$ cat src/rtl/smb_cfgrd_pkg.sv
package smb_cfgrd_pkg;

    typedef enum logic [3:0] {
        ST_IDLE, ST_ADDR, ST_CMD, ST_CNT, ST_DATA, ST_PEC, ST_WAIT, ST_TX, ST_SKIP
    } state_e;

    // Command byte fields
    localparam int CMD_BEGIN = 7;
    localparam int CMD_END   = 6;
    localparam int CMD_PEC   = 4;
    localparam logic [1:0] ICMD_RD_DWORD = 2'b00;
    localparam logic [1:0] SZ_BYTE  = 2'b00;
    localparam logic [1:0] SZ_WORD  = 2'b01;
    localparam logic [1:0] SZ_BLOCK = 2'b10;

    // Staging store and read-back framing
    localparam int STAGE_BYTES = 4;
    localparam int RD_COUNT    = 5;
    localparam int TXI_PAYLOAD = RD_COUNT;       // last payload index
    localparam int TXI_PEC     = RD_COUNT + 1;   // PEC index

    // Status byte bit positions
    localparam int SB_TMO  = 7;
    localparam int SB_MABT = 5;
    localparam int SB_TABT = 4;
    localparam int SB_OK   = 0;

    typedef struct packed {
        state_e      st;
        logic [2:0]  ptr;
        logic [7:0]  rem;
        logic        fin_end;
        logic        fin_pec;
        logic        got_cmd;
        logic [7:0]  bus;
        logic [7:0]  devfn;
        logic [15:0] regn;
        logic [7:0]  crc;
        logic        rdy;
        logic [7:0]  status;
        logic [31:0] rdata;
        logic [2:0]  txi;
        logic        ack_v;
        logic        ack_nak;
    } regs_t;

endpackage

$ cat src/rtl/smb_crc8_step.sv
module smb_crc8_step #(
    parameter logic [7:0] POLY = 8'h07
) (
    input  logic [7:0] crc_in,
    input  logic [7:0] data_in,
    output logic [7:0] crc_out
);
    always_comb begin
        logic [7:0] acc;
        acc = crc_in ^ data_in;
        for (int i = 0; i < 8; i++) begin
            acc = acc[7] ? ((acc << 1) ^ POLY) : (acc << 1);
        end
        crc_out = acc;
    end
endmodule

$ cat src/rtl/smb_cfg_timeout.sv
module smb_cfg_timeout #(
    parameter int unsigned LIMIT = 200000
) (
    input  logic clk,
    input  logic rst_n,
    input  logic run,
    output logic expire
);
    localparam int CW = $clog2(LIMIT + 1);

    logic [CW-1:0] cnt_d, cnt_q;

    assign expire = run && (cnt_q == CW'(LIMIT - 1));

    always_comb begin
        cnt_d = run ? (cnt_q + 1'b1) : '0;
    end

    always_ff @(posedge clk or negedge rst_n) begin
        if (!rst_n) cnt_q <= '0;
        else        cnt_q <= cnt_d;
    end

    AST_TMO_SINGLE: assert property (@(posedge clk) disable iff (!rst_n)
        expire |=> !expire);
endmodule

$ cat src/rtl/smb_cfgrd_bridge.sv
module smb_cfgrd_bridge
    import smb_cfgrd_pkg::*;
#(
    parameter int unsigned TMO_CYCLES = 200000
) (
    input  logic        clk,
    input  logic        rst_n,
    input  logic [3:0]  strap_addr,
    input  logic        lnk_start,
    input  logic        lnk_rstart,
    input  logic        lnk_stop,
    input  logic        lnk_rx_valid,
    input  logic [7:0]  lnk_rx_byte,
    output logic        lnk_ack_valid,
    output logic        lnk_ack_nak,
    output logic        lnk_hold,
    output logic [7:0]  lnk_tx_byte,
    input  logic        lnk_tx_ack,
    input  logic        lnk_tx_nak,
    output logic        cfg_req,
    output logic [7:0]  cfg_bus,
    output logic [7:0]  cfg_devfn,
    output logic [15:0] cfg_reg,
    input  logic        cfg_rsp_valid,
    input  logic [31:0] cfg_rsp_data,
    input  logic        cfg_rsp_mabort,
    input  logic        cfg_rsp_tabort
);
    regs_t r_d, r_q;
    logic [6:0] own_addr;
    logic [7:0] crc_din, crc_nx;
    logic [2:0] tx_last;
    logic       tmo;

    assign own_addr = {2'b11, strap_addr[3], 1'b0, strap_addr[2:0]};
    assign tx_last  = r_q.fin_pec ? 3'(TXI_PEC) : 3'(TXI_PAYLOAD);

    smb_crc8_step #(.POLY(8'h07)) u_crc (
        .crc_in (r_q.crc),
        .data_in(crc_din),
        .crc_out(crc_nx)
    );

    smb_cfg_timeout #(.LIMIT(TMO_CYCLES)) u_tmo (
        .clk   (clk),
        .rst_n (rst_n),
        .run   (r_q.st == ST_WAIT),
        .expire(tmo)
    );

    // Transmit byte selection
    always_comb begin
        lnk_tx_byte = 8'hFF;
        if (r_q.st == ST_TX) begin
            case (r_q.txi)
                3'd0:    lnk_tx_byte = 8'(RD_COUNT);
                3'd1:    lnk_tx_byte = r_q.status;
                3'd2:    lnk_tx_byte = r_q.rdata[31:24];
                3'd3:    lnk_tx_byte = r_q.rdata[23:16];
                3'd4:    lnk_tx_byte = r_q.rdata[15:8];
                3'd5:    lnk_tx_byte = r_q.rdata[7:0];
                3'd6:    lnk_tx_byte = r_q.crc;
                default: lnk_tx_byte = 8'hFF;
            endcase
        end
    end

    assign crc_din = (r_q.st == ST_TX) ? lnk_tx_byte : lnk_rx_byte;

    // Next-state computation
    always_comb begin
        r_d         = r_q;
        r_d.ack_v   = 1'b0;
        r_d.ack_nak = 1'b0;

        if (r_q.st == ST_WAIT) begin
            if (cfg_rsp_valid) begin
                r_d.status          = '0;
                r_d.status[SB_MABT] = cfg_rsp_mabort;
                r_d.status[SB_TABT] = cfg_rsp_tabort;
                r_d.status[SB_OK]   = !(cfg_rsp_mabort || cfg_rsp_tabort);
                r_d.rdata           = cfg_rsp_data;
                r_d.rdy             = 1'b1;
                r_d.ack_v           = 1'b1;
                r_d.ack_nak         = cfg_rsp_mabort || cfg_rsp_tabort;
                r_d.st              = ST_SKIP;
            end else if (tmo) begin
                r_d.status         = '0;
                r_d.status[SB_TMO] = 1'b1;
                r_d.rdata          = '0;
                r_d.rdy            = 1'b1;
                r_d.ack_v          = 1'b1;
                r_d.ack_nak        = 1'b1;
                r_d.st             = ST_SKIP;
            end
        end else if (lnk_stop) begin
            r_d.st = ST_IDLE;
        end else if (lnk_start) begin
            r_d.st      = ST_ADDR;
            r_d.crc     = '0;
            r_d.got_cmd = 1'b0;
        end else if (lnk_rstart) begin
            r_d.st = ST_ADDR;
        end else if (r_q.st == ST_TX) begin
            if (lnk_tx_nak) begin
                r_d.st = ST_IDLE;
            end else if (lnk_tx_ack && (r_q.txi < tx_last)) begin
                r_d.crc = crc_nx;
                r_d.txi = r_q.txi + 3'd1;
            end
            if (lnk_rx_valid) begin
                r_d.ack_v   = 1'b1;
                r_d.ack_nak = 1'b1;
            end
        end else if (lnk_rx_valid) begin
            r_d.ack_v   = 1'b1;
            r_d.ack_nak = 1'b0;
            r_d.crc     = crc_nx;
            case (r_q.st)
                ST_ADDR: begin
                    if (lnk_rx_byte[7:1] != own_addr) begin
                        r_d.ack_nak = 1'b1;
                        r_d.st      = ST_SKIP;
                    end else if (!lnk_rx_byte[0]) begin
                        r_d.st = ST_CMD;
                    end else if (r_q.rdy && r_q.got_cmd) begin
                        r_d.st  = ST_TX;
                        r_d.txi = '0;
                    end else begin
                        r_d.ack_nak = 1'b1;
                        r_d.st      = ST_SKIP;
                    end
                end
                ST_CMD: begin
                    if ((lnk_rx_byte[3:2] != ICMD_RD_DWORD) || (lnk_rx_byte[1:0] == 2'b11)) begin
                        r_d.ack_nak = 1'b1;
                        r_d.st      = ST_SKIP;
                    end else begin
                        r_d.fin_end = lnk_rx_byte[CMD_END];
                        r_d.fin_pec = lnk_rx_byte[CMD_PEC];
                        r_d.got_cmd = 1'b1;
                        if (lnk_rx_byte[CMD_BEGIN]) r_d.ptr = '0;
                        case (lnk_rx_byte[1:0])
                            SZ_BLOCK: r_d.st = ST_CNT;
                            SZ_WORD:  begin r_d.st = ST_DATA; r_d.rem = 8'd2; end
                            default:  begin r_d.st = ST_DATA; r_d.rem = 8'd1; end
                        endcase
                    end
                end
                ST_CNT: begin
                    if (lnk_rx_byte == 8'd0) begin
                        r_d.ack_nak = 1'b1;
                        r_d.st      = ST_SKIP;
                    end else begin
                        r_d.rem = lnk_rx_byte;
                        r_d.st  = ST_DATA;
                    end
                end
                ST_DATA: begin
                    case (r_q.ptr)
                        3'd0:    r_d.bus        = lnk_rx_byte;
                        3'd1:    r_d.devfn      = lnk_rx_byte;
                        3'd2:    r_d.regn[7:0]  = lnk_rx_byte;
                        3'd3:    r_d.regn[15:8] = lnk_rx_byte;
                        default: ;
                    endcase
                    if (r_q.ptr < 3'(STAGE_BYTES)) r_d.ptr = r_q.ptr + 3'd1;
                    r_d.rem = r_q.rem - 8'd1;
                    if (r_q.rem == 8'd1) begin
                        if (r_q.fin_pec) begin
                            r_d.st = ST_PEC;
                        end else if (r_q.fin_end) begin
                            r_d.ack_v = 1'b0;
                            r_d.rdy   = 1'b0;
                            r_d.st    = ST_WAIT;
                        end else begin
                            r_d.st = ST_SKIP;
                        end
                    end
                end
                ST_PEC: begin
                    if (lnk_rx_byte != r_q.crc) begin
                        r_d.ack_nak = 1'b1;
                        r_d.st      = ST_SKIP;
                    end else if (r_q.fin_end) begin
                        r_d.ack_v = 1'b0;
                        r_d.rdy   = 1'b0;
                        r_d.st    = ST_WAIT;
                    end else begin
                        r_d.st = ST_SKIP;
                    end
                end
                default: begin
                    r_d.ack_nak = 1'b1;
                end
            endcase
        end
    end

    always_ff @(posedge clk or negedge rst_n) begin
        if (!rst_n) r_q <= '0;
        else        r_q <= r_d;
    end

    assign lnk_ack_valid = r_q.ack_v;
    assign lnk_ack_nak   = r_q.ack_nak;
    assign lnk_hold      = (r_q.st == ST_WAIT);
    assign cfg_req       = (r_q.st == ST_WAIT);
    assign cfg_bus       = r_q.bus;
    assign cfg_devfn     = r_q.devfn;
    assign cfg_reg       = r_q.regn;

    AST_ACK_CAUSE: assert property (@(posedge clk) disable iff (!rst_n)
        lnk_ack_valid |-> ($past(lnk_rx_valid) || $past(cfg_req)));
    AST_ADDR_STABLE: assert property (@(posedge clk) disable iff (!rst_n)
        (cfg_req && $past(cfg_req)) |-> $stable({cfg_bus, cfg_devfn, cfg_reg}));
    AST_GOOD_ACK: assert property (@(posedge clk) disable iff (!rst_n)
        (cfg_req && cfg_rsp_valid && !cfg_rsp_mabort && !cfg_rsp_tabort)
            |=> (lnk_ack_valid && !lnk_ack_nak && !lnk_hold));
    AST_ABORT_NAK: assert property (@(posedge clk) disable iff (!rst_n)
        (cfg_req && cfg_rsp_valid && (cfg_rsp_mabort || cfg_rsp_tabort))
            |=> (lnk_ack_valid && lnk_ack_nak));
    AST_TMO_NAK: assert property (@(posedge clk) disable iff (!rst_n)
        (cfg_req && tmo && !cfg_rsp_valid) |=> (lnk_ack_valid && lnk_ack_nak && !cfg_req));
endmodule

$ cat config.mk
export PLATFORM = sky130hd
export DESIGN_NAME = smb_cfgrd_bridge
export DESIGN_NICKNAME = d
export VERILOG_FILES = /design/src/rtl/smb_cfgrd_pkg.sv /design/src/rtl/smb_crc8_step.sv /design/src/rtl/smb_cfg_timeout.sv /design/src/rtl/smb_cfgrd_bridge.sv
export SDC_FILE = /design/constraint.sdc
export NUM_CORES = 1
export LEC_CHECK = 0
export ABC_AREA = 1
export BUFFER_PORTS_ARGS = -buffer_cell sky130_fd_sc_hd__clkbuf_2
export CAP_MARGIN = 20
export CORE_UTILIZATION = 50
export CTS_BUF_LIST = sky130_fd_sc_hd__clkbuf_4 sky130_fd_sc_hd__clkbuf_8
export DETAILED_ROUTE_END_ITERATION = 6
export HOLD_SLACK_MARGIN = 0.06
export PLACE_DENSITY_LB_ADDON = 0.05
export SYNTH_ARGS = -nofsm -noshare
export SYNTH_HDL_FRONTEND = slang
export SYNTH_SLANG_ARGS = --single-unit
export TNS_END_PERCENT = 1
$ cat constraint.sdc
create_clock -name clk -period 4.94 [get_ports clk]
set_clock_uncertainty 0.05 [all_clocks]
set_input_delay 0.988 -clock clk [delete_from_list [all_inputs] [get_ports clk]]
set_output_delay 0.988 -clock clk [all_outputs]
set_load 0.005 [all_outputs]
==> out/metrics.yaml, run 1 <==
status:
  status: "completed"
grt:
  grt_pass1_vias: 5865
  grt.overflow.total: 0
  track_usage_pct: 26.7
  grt_pass1_wl_mm: 29.6
  grt_start_max_net_pins: 58
  grt_antenna_before_repair: 0
timing:
  fin_crit_ns: 3.40
  fmax_mhz: 294
  relSlewSlack_pct: 50.3
  finalSetupViolCount: 0
  hold_viol_final: 0
  final.setup.tns_ns: 0
  tightestPinTransition_ns: 0.746
  rsz0062_at_grt: "no"
  period_share_pct: 68.9
  drv_slew: 0
flow_run:
  max-cap-violations: 0
setup_path:
  r2r-start: "r_q[4]$_DFFE_PN0P_"
  startpoint_type: "flop"
  reg2reg_slack_ns: 2.28
  crit_fanout: 17
  worstSetupPathType: "reg -> out"
  cpPeakStageDelay_ns: 0.57
  cp-end-kind: "output port"
  reg2reg_depth: 16
  required_ns: 3.90
  crit_top_cell: "inv_1"
  slowest_stage: "dfrtp_1"
  cp_data_arrival_time_ns: 2.36
  cp_top_family: "flip-flops"
  cp_cell_sequence: "inv_2 > ha_1 > inv_1 > o22ai_1 > inv_1 > nand3_1 > clkbuf_2"
  crit_start: "r_q[4]$_DFFE_PN0P_"
  reg2reg_to: "r_q[47]$_DFFE_PN0P_"
  path_buf_inv: 4
hold_path:
  hold_path_depth: 2
  min-delay-path-class: "reg -> reg"
  hold_end: "r_q[12]$_DFFE_PN0P_"
  min_from: "r_q[12]$_DFFE_PN0P_"
detailed_routing:
  vias: 6298
  ant_nets: 0
  drc: 0
  dr.pass1.iters: 5
  drt_iter0_markers: 472
  vias_per_cell: 5.24
  wl_per_cell_microns: 14.9
  routed_wl_mm: 17.9
floorplan:
  num_io_pins: 99
  die_x_microns: 120
  core_area_sq_mm: 0.0134
  dieHeight_microns: 120
  die-area_sq_mm: 0.0144
  initial_core_util_pct: 51.8
  rows: 42
synthesis:
  synth.distinct_cells: 37
  synth_nets: 1021
  synth_edf_count: 0
  syn_area_per_cell_sq_um: 7.29
  synth_area_sq_mm: 0.00694
  synth-seq-cells: 118
  ys_seq_area_share_pct: 42.5
  async_reset_ff_share_pct: 100
  ys.flop_type: "dfrtp_1"
  synthCells: 952
  ys_warn_count: 0
clock_tree:
  cts.sinks: 118
  clock_latency_ns: 0.45
  cts.clk_slew.worst_paths_ns: 0.07
  post_cts_buffers: 0
  cts_hold_buf: 0
  cts_tree: "built"
  cts_resized: 0
  numCtsBuffers: 17
  clockBufferDepth: 2
  cts-root-buf: "clkbuf_8"
  htreeDepth: 4
finish:
  largest_reg_flops: 66
  area_growth_pct: 10.2
  instances_no_fill: 1202
  diodes: 0
  nNetsFinal: 1084
  drive_above_1_share_pct: 15.7
place:
  place_hpwl_mm: 13.2
  io_buffers: 98
  dp_cells: 1172
  gp_congestion: 0.927
power_and_ir_drop:
  power_density_mw_per_mm2: 254
  vdd_ir_drop_max_mv: 0.159
  leakagePower_nw: 3.88
==> logic make-up after synthesis <==
family | synth area share, %
AOI/OAI and AO/OA | 12.1
buffers and inverters | 11.3
DFF | 42.5
xor gates and xnor gates | 0.757
adders and majority gates | 2.52
and+or+nand+nor | 30.8
==> synthesized netlist by cell type (2+ instances only) <==
cell type  number  share of area, %
o21ai_1         4              0.29
nor4_1          3              0.27
nand4_1        18               1.6
nand3_1       106               7.6
inv_1         105               5.7
nand2_1       268                14
nor2_4          4              0.65
buf_2          11              0.79
nor2_1         63               3.4
clkbuf_1       10              0.54
o21ai_0        93               6.7
inv_2           5              0.27
a21oi_1        29               2.1
o211ai_1        2              0.22
xor2_1          6              0.76
nor3_1         13              0.94
o31ai_1         2              0.22
o22ai_1        12               1.1
o21a_1          3              0.32
a31oi_1         2              0.18
nor2_2          6              0.54
nand2_2         8              0.72
dfrtp_1       118                43
ha_1           14               2.5
buf_4          35               3.8
==> cells in the final DEF (no fill, tap or decap), types with 5 or more instances in the layout <==
master	count
clkinv_2	5
nor2_1	63
o21ai_0	93
nand2_1	268
xor2_1	6
clkbuf_8	20
a21oi_1	29
ha_1	14
dfrtp_1	118
nand3_1	106
clkbuf_2	97
nor2_2	6
nor3_1	13
clkbuf_4	5
nand2_2	8
o22ai_1	12
inv_2	5
inv_1	105
nand4_1	18
==> report_power, final <==
group	internal [W]	switching [W]
Clock	0.000404	0.000369
Sequential	0.000976	0.0000125
Combinational	0.0000547	0.000123
==> metrics by stage <==
step                      utilization [%]  area, sq um  hold slack [ns]  setup WS, ns  power, W
after floorplan                         -         6940            0.392          2.43   0.00110
after global placement               54.6         7310            0.407          2.04   0.00118
after detailed placement             54.6         7310            0.410          2.01   0.00118
after CTS                            57.1         7650            0.428          1.50   0.00196
after global routing                 57.1         7650            0.454          1.30   0.00203
final                                57.1         7650            0.425          1.54   0.00194
==> layout make-up <==
cell class / count / area [sq um]
Clock inverter: 5 / 25.0
Clock buffer: 25 / 313
Tap cell: 176 / 220
Multi-Input combinational cell: 666 / 3210
Inverter: 111 / 417
Fill cell: 1334 / 5750
Timing Repair Buffer: 101 / 515
Sequential cell: 118 / 2950
==> worst min-delay path, stage by stage (launching register included) <==
cell and delay, ns:
dfrtp_1 0.35, nand2_1 0.05, nand2_1 0.05
==> routing by layer <==
| metal | track usage (%) | vias to the layer above | share of wire [%] |
|---|---|---|---|
| met3 | 4.80 | 25 | 5.8 |
| met2 | 40.1 | 214 | 43 |
| li1 | - | 3199 | - |
| met4 | 10.2 | 0 | 2.0 |
| met1 | 38.2 | 2860 | 49 |
| met5 | 0 | - | 0 |
==> worst max-delay path by stage <==
| stage | cells after the start | endpoint |
|---|---|---|
| after CTS | 7 | lnk_tx_byte[2] |
| after global placement | 7 | lnk_tx_byte[3] |
| after global routing | 8 | lnk_tx_byte[2] |
| after detailed placement | 7 | lnk_tx_byte[2] |
| final | 7 | lnk_tx_byte[2] |
| after floorplan | 8 | lnk_hold |
No activity file was read; power rests on OpenSTA's default activity.
==> run 2, diff against run 1 <==
Clock period 4.94 ns to 2.9 ns, I/O delays scaled along.
==> run 2 against run 1 <==
Setup slack worse by 1.3 ns. Die area unchanged. Largest power group unchanged. Non-clock buffer count grew 8. Critical path type unchanged. First-iteration DRC count fell by 5.3%. Power is 73% higher. Combinational power grew 74%.
==> out/metrics.yaml, run 2 (synthesized netlist as in run 1, its figures left out) <==
status:
  status: "completed"
floorplan:
  dieHeight_microns: 120  # unchanged
  initial_core_util_pct: 51.8  # unchanged
  rows: 42  # unchanged
  core_area_sq_mm: 0.0134  # unchanged
  die-area_sq_mm: 0.0144  # unchanged
  num_io_pins: 99  # unchanged
  die_x_microns: 120  # unchanged
power_and_ir_drop:
  vdd_ir_drop_max_mv: 0.291  # +83%
  leakagePower_nw: 3.92  # +1.2%
  power_density_mw_per_mm2: 433  # +71%
detailed_routing:
  drc: 0  # unchanged
  vias: 6431  # +2.1%
  ant_nets: 0  # unchanged
  routed_wl_mm: 18.0  # +0.71%
  dr.pass1.iters: 5  # unchanged
  vias_per_cell: 5.32  # +1.5%
  wl_per_cell_microns: 14.9  # +0.13%
  drt_iter0_markers: 447  # -5.3%
finish:
  largest_reg_flops: 66  # unchanged
  layout.cells.most_common: "nand2_1"
  diodes: 0  # unchanged
  regArea_sq_mm: 0.00295  # unchanged
  area_growth_pct: 11.4
  drive_above_1_share_pct: 16.5  # +0.76 points
  multi_input_area_sq_mm: 0.00321  # +0.16%
  fillCellCount: 1319  # -1.1%
  final_cell_mix: "267 x nand2_1, 118 x dfrtp_1, 106 x nand3_1"
  nNetsFinal: 1092  # +0.74%
setup_path:
  path_buf_inv: 1  # -3
  crit_fanout: 7  # -10
  startpoint_type: "flop"
  worstSetupPathType: "reg -> out"
  cpPeakStageDelay_ns: 0.43  # -0.14 ns
  required_ns: 2.27  # -1.63 ns
  cp_data_arrival_time_ns: 2.08  # -0.28 ns
  cp_top_family: "simple AND/OR/NAND/NOR gates"
  reg2reg_slack_ns: 0.50  # -1.78 ns
  cp_cell_sequence: "ha_1 > ha_1 > nor2_1 > nand2_1 > nand2_4 > nor2_1 > nand3_1 > clkbuf_2"
  slowest_stage: "dfrtp_1"
  cp-end-kind: "output port"
timing:
  rsz0062_at_grt: "no"
  tightestPinTransition_ns: 0.655  # -0.0905 ns
  hold_viol_final: 0  # unchanged
  relSlewSlack_pct: 55.9  # +5.6 points
  period_share_pct: 93.3
  drv_slew: 0  # unchanged
  final.setup.tns_ns: 0  # unchanged
  finalSetupViolCount: 0  # unchanged
  fmax_mhz: 369
  fin_crit_ns: 2.71
  worst_slack_ns: 0.193  # -1.34 ns
clock_tree:
  cts.sinks: 118  # unchanged
  clock_latency_ns: 0.45  # about the same
  htreeDepth: 4  # unchanged
  cts_resized: 0  # unchanged
  post_cts_buffers: 0  # unchanged
  cts-root-buf: "clkbuf_8"
  cts_hold_buf: 0  # unchanged
  clockBufferDepth: 2  # unchanged
  numCtsBuffers: 17  # unchanged
  cts_tree: "built"
  cts.clk_slew.worst_paths_ns: 0.07  # about the same
grt:
  grt_pass1_vias: 5787  # -1.3%
  track_usage_pct: 26.8  # +0.14 points
  grt.overflow.total: 0  # unchanged
  grt_pass1_wl_mm: 29.6  # -0.23%
  grt_antenna_before_repair: 0  # unchanged
  grt_start_max_net_pins: 119  # +110%
flow_run:
  max-cap-violations: 0  # unchanged
place:
  gp_congestion: 0.917  # -1.1%
  pre_cts_ws_ns: 0.403  # -1.61 ns
  io_buffers: 98  # unchanged
  place_hpwl_mm: 13.3  # +0.59%
hold_path:
  min-delay-path-class: "in -> async"
-- run 2: worst reg2reg max path, cell delays in order, from the launching register on --
cell and delay, ns:
dfrtp_1 0.43, ha_1 0.18, ha_1 0.27, nor2_1 0.06, nand2_1 0.12, inv_1 0.07, nor2_1 0.16, nand2_1 0.16
nand2_1 0.11, nand2_1 0.05, nand2_1 0.13, nand2_2 0.09, nand2_1 0.08, nand2_1 0.05, nand2_1 0.09, nand2_1 0.07
nand3_1 0.06, nand2_1 0.05
-- run 2: power breakdown --
group / switching [W] / internal [W] / leakage, nW
sequential: 0.0000217 / 0.00166 / 1.60
clock: 0.000635 / 0.000723 / 0.186
combinational: 0.000210 / 0.0000980 / 2.13
-- run 2: cell type report --
class                   instances  area share (%)
well taps                     176            2.85
repair buffers                109            7.65
clock buffers                  23            3.69
inverters                     111            5.39
flip-flops and latches        118            38.2
clock inverters                 6           0.712
multi-input cells             666            41.5
-- run 2: final timing paths --
| path | start | end | cells after the start |
|---|---|---|---|
| min in group clk | cfg_rsp_data[8] | r_q[13]$_DFFE_PN0P_ | 3 |
| min | rst_n | cfg_reg[10]$_DFFE_PN0P_ | 2 |
| max in group asynchronous | rst_n | r_q[29]$_DFFE_PN0P_ | 2 |
| min reg2reg | r_q[5]$_DFFE_PN0P_ | r_q[5]$_DFFE_PN0P_ | 2 |
| max | r_q[3]$_DFFE_PN0P_ | lnk_tx_byte[0] | 8 |
| max reg2reg | r_q[3]$_DFFE_PN0P_ | r_q[47]$_DFFE_PN0P_ | 17 |
-- run 2: per-stage QoR --
step | instance area [sq um] | power, W | utilization [%] | std cells | hold WS, ns
final | 7730 | 0.00335 | 57.7 | 1209 | 0.178
after global placement | 7380 | 0.00202 | 55.1 | 1180 | 0.414
after detailed placement | 7380 | 0.00202 | 55.1 | 1180 | 0.409
after CTS | 7720 | 0.00338 | 57.6 | 1209 | 0.197
after global routing | 7730 | 0.00349 | 57.7 | 1209 | 0.214
after floorplan | 6940 | 0.00188 | - | 952 | 0.234
-- run 2: routing by layer --
metal | track usage [%] | vias to the layer above | wire length [microns]
li1 | - | 3218 | -
met1 | 39.0 | 2966 | 8690
met2 | 39.2 | 225 | 7940
met3 | 5.28 | 22 | 1100
met4 | 10.8 | 0 | 274
met5 | 0 | - | 0
==> run 3, diff against run 2 <==
Settings changed: CORE_MARGIN set to 8, REMOVE_ABC_BUFFERS set to 1.
==> run 3 against run 2 <==
Largest cell class unchanged. Combinational power is 1% higher. Die area is 25% higher. Via count is 0.79% lower. Global-route usage is 5.2 points lower. Power is 7.2% higher. Sequential share of layout area is 0.56 points lower. Clock power is 18% higher. Setup slack worse by 0.050 ns. Sequential power hardly changed. Critical path type unchanged.
==> out/metrics.yaml, run 3 (synthesized netlist as in run 1, its figures left out) <==
status:
  status: "completed"
place:
  io_buffers: 98  # unchanged
  pre_cts_ws_ns: 0.402  # -0.00146 ns
  place_hpwl_mm: 14.3  # +8.0%
  gp_congestion: 0.922  # +0.60%
  dp_cells: 1186  # +0.51%
clock_tree:
  cts.sinks: 118  # unchanged
  cts_tree: "built"
  clockBufferDepth: 2  # unchanged
  cts-root-buf: "clkbuf_8"
  clock_latency_ns: 0.45  # about the same
  post_cts_buffers: 0  # unchanged
  cts.clk_slew.worst_paths_ns: 0.07  # about the same
  htreeDepth: 4  # unchanged
  numCtsBuffers: 17  # unchanged
timing:
  hold_viol_final: 0  # unchanged
  finalSetupViolCount: 0  # unchanged
  worst_slack_ns: 0.143  # -0.0501 ns
  tightestPinTransition_ns: 0.731  # +0.0759 ns
  final.setup.tns_ns: 0  # unchanged
  fmax_mhz: 363  # -1.8%
  rsz0062_at_grt: "no"
  drv_slew: 0  # unchanged
  period_share_pct: 95.1  # +1.7 points
  relSlewSlack_pct: 50.8  # -5.1 points
  fin_crit_ns: 2.76  # +0.0501 ns
detailed_routing:
  dr.pass1.iters: 5  # unchanged
  vias: 6380  # -0.79%
  vias_per_cell: 5.23  # -1.6%
  drc: 0  # unchanged
  wl_per_cell_microns: 15.5  # +4.3%
  ant_nets: 0  # unchanged
  drt_iter0_markers: 556  # +24%
  routed_wl_mm: 18.9  # +5.1%
floorplan:
  die_x_microns: 134  # +12%
  num_io_pins: 99  # unchanged
  dieHeight_microns: 134  # +12%
  core_area_sq_mm: 0.0137  # +2.4%
  initial_core_util_pct: 50.6  # -1.2 points
  rows: 43  # +2.4%
  die-area_sq_mm: 0.0179  # +25%
power_and_ir_drop:
  clockPowerShare_pct: 44.5  # +4.0 points
  power.internal_w: 0.00263  # +6.0%
  power_frac_comb_pct: 8.7  # -0.5 points
  swShare_pct: 26.8  # +0.89 points
  leakagePower_nw: 3.95  # +0.76%
  power_density_mw_per_mm2: 458  # +5.6%
  vdd_ir_drop_max_mv: 0.422  # +45%
  total_power_w: 0.00359  # +7.2%
  switching_power_w: 0.000961  # +11%
  seq_power_share_pct: 46.8  # -3.5 points
finish:
  diodes: 0  # unchanged
  nNetsFinal: 1095  # +0.27%
  largest_reg_flops: 66  # unchanged
  layout.cells.most_common: "nand2_1"
  final_cell_mix: "268 x nand2_1, 117 x dfrtp_1, 106 x nand3_1"
  instances_no_fill: 1219  # +0.83%
  drive_above_1_share_pct: 17.1  # +0.67 points
  area_growth_pct: 13.1
  fillCellCount: 1333  # +1.1%
grt:
  track_usage_pct: 21.6  # -5.2 points
  grt_antenna_before_repair: 0  # unchanged
  grt_pass1_vias: 6009  # +3.8%
  grt_pass1_wl_mm: 31.0  # +4.7%
  grt.overflow.total: 0  # unchanged
  grt_start_max_net_pins: 49  # -59%
setup_path:
  r2r-start: "r_q[2]$_DFFE_PN0P_"
  reg2reg_depth: 17  # unchanged
  required_ns: 2.27  # about the same
  startpoint_type: "flop"
  crit_start: "r_q[2]$_DFFE_PN0P_"
  worstSetupPathType: "reg -> out"
  slowest_stage: "dfrtp_1"
  cp-end-kind: "output port"
  crit_fanout: 7  # unchanged
  cpPeakStageDelay_ns: 0.43  # about the same
  cp_top_family: "simple AND/OR/NAND/NOR gates"
  reg2reg_slack_ns: 0.52  # +0.02 ns
  cp_data_arrival_time_ns: 2.13  # +0.05 ns
  reg2reg_to: "r_q[47]$_DFFE_PN0P_"
  path_buf_inv: 1  # unchanged
  cp_cell_sequence: "ha_1 > ha_2 > nor2_1 > nand2_1 > nand2_4 > nor2_1 > nand3_1 > clkbuf_2"
  crit_top_cell: "nor2_1"
  cp.depth: 8  # unchanged
hold_path:
  min-delay-path-class: "in -> reg"
  min_from: "cfg_rsp_data[9]"
  hold_path_depth: 3
  hold_end: "r_q[14]$_DFFE_PN0P_"
flow_run:
  max-cap-violations: 0  # unchanged
==> run 3: metrics by stage <==
step	utilization [%]	hold WS [ns]	area [sq um]
after floorplan	-	0.234	6580
after global placement	54.0	0.406	7400
after detailed placement	54.0	0.410	7400
after CTS	57.1	0.297	7840
after global routing	57.2	0.295	7850
final	57.2	0.311	7850
==> run 3: worst max path at each step <==
stage                                      to  slack [ns]
final                          lnk_tx_byte[2]        0.14
after global routing           lnk_tx_byte[2]       0.005
after CTS                      lnk_tx_byte[3]        0.06
after detailed placement   r_q[2]$_DFFE_PN0P_        0.40
after global placement     r_q[3]$_DFFE_PN0P_        0.47
after floorplan           r_q[44]$_DFFE_PN0P_        0.42
==> run 3: timing repair <==
action	CTS	global route
hold endpoints to repair	32	0
gates resized for setup	0	7
setup endpoints to repair	0	5
hold buffers	1	0
==> run 3: tightest hold or removal path: stages <==
cell and delay (ns):
clkbuf_2 0.08, nand3_1 0.07, nand2_1 0.05
==> run 3: routing by layer <==
metal	vias up	routed length [microns]	GRT usage (%)
met3	23	1330	5.31
met2	203	8200	32.1
met1	2923	9140	30.6
met4	0	269	6.05
li1	3231	-	-
met5	-	0	0
==> run 3: power by group through the flow <==
stage / logic (W) / clock network (W) / registers [W]
detailed placement: 0.000310 / 0 / 0.00171
global placement: 0.000307 / 0 / 0.00171
finish: 0.000312 / 0.00160 / 0.00168
floorplan: 0.000163 / 0 / 0.00171
global route: 0.000355 / 0.00169 / 0.00168
CTS: 0.000312 / 0.00163 / 0.00168
==> run 3: final cells by class <==
class                   instances  area [sq um]  area share (%)
repair buffers                112           613            7.81
flip-flops and latches        118          2950            37.6
well taps                     180           225            2.87
multi-input cells             666          3220            41.0
clock buffers                  21           289            3.68
clock inverters                11           136            1.74
inverters                     111           417            5.31
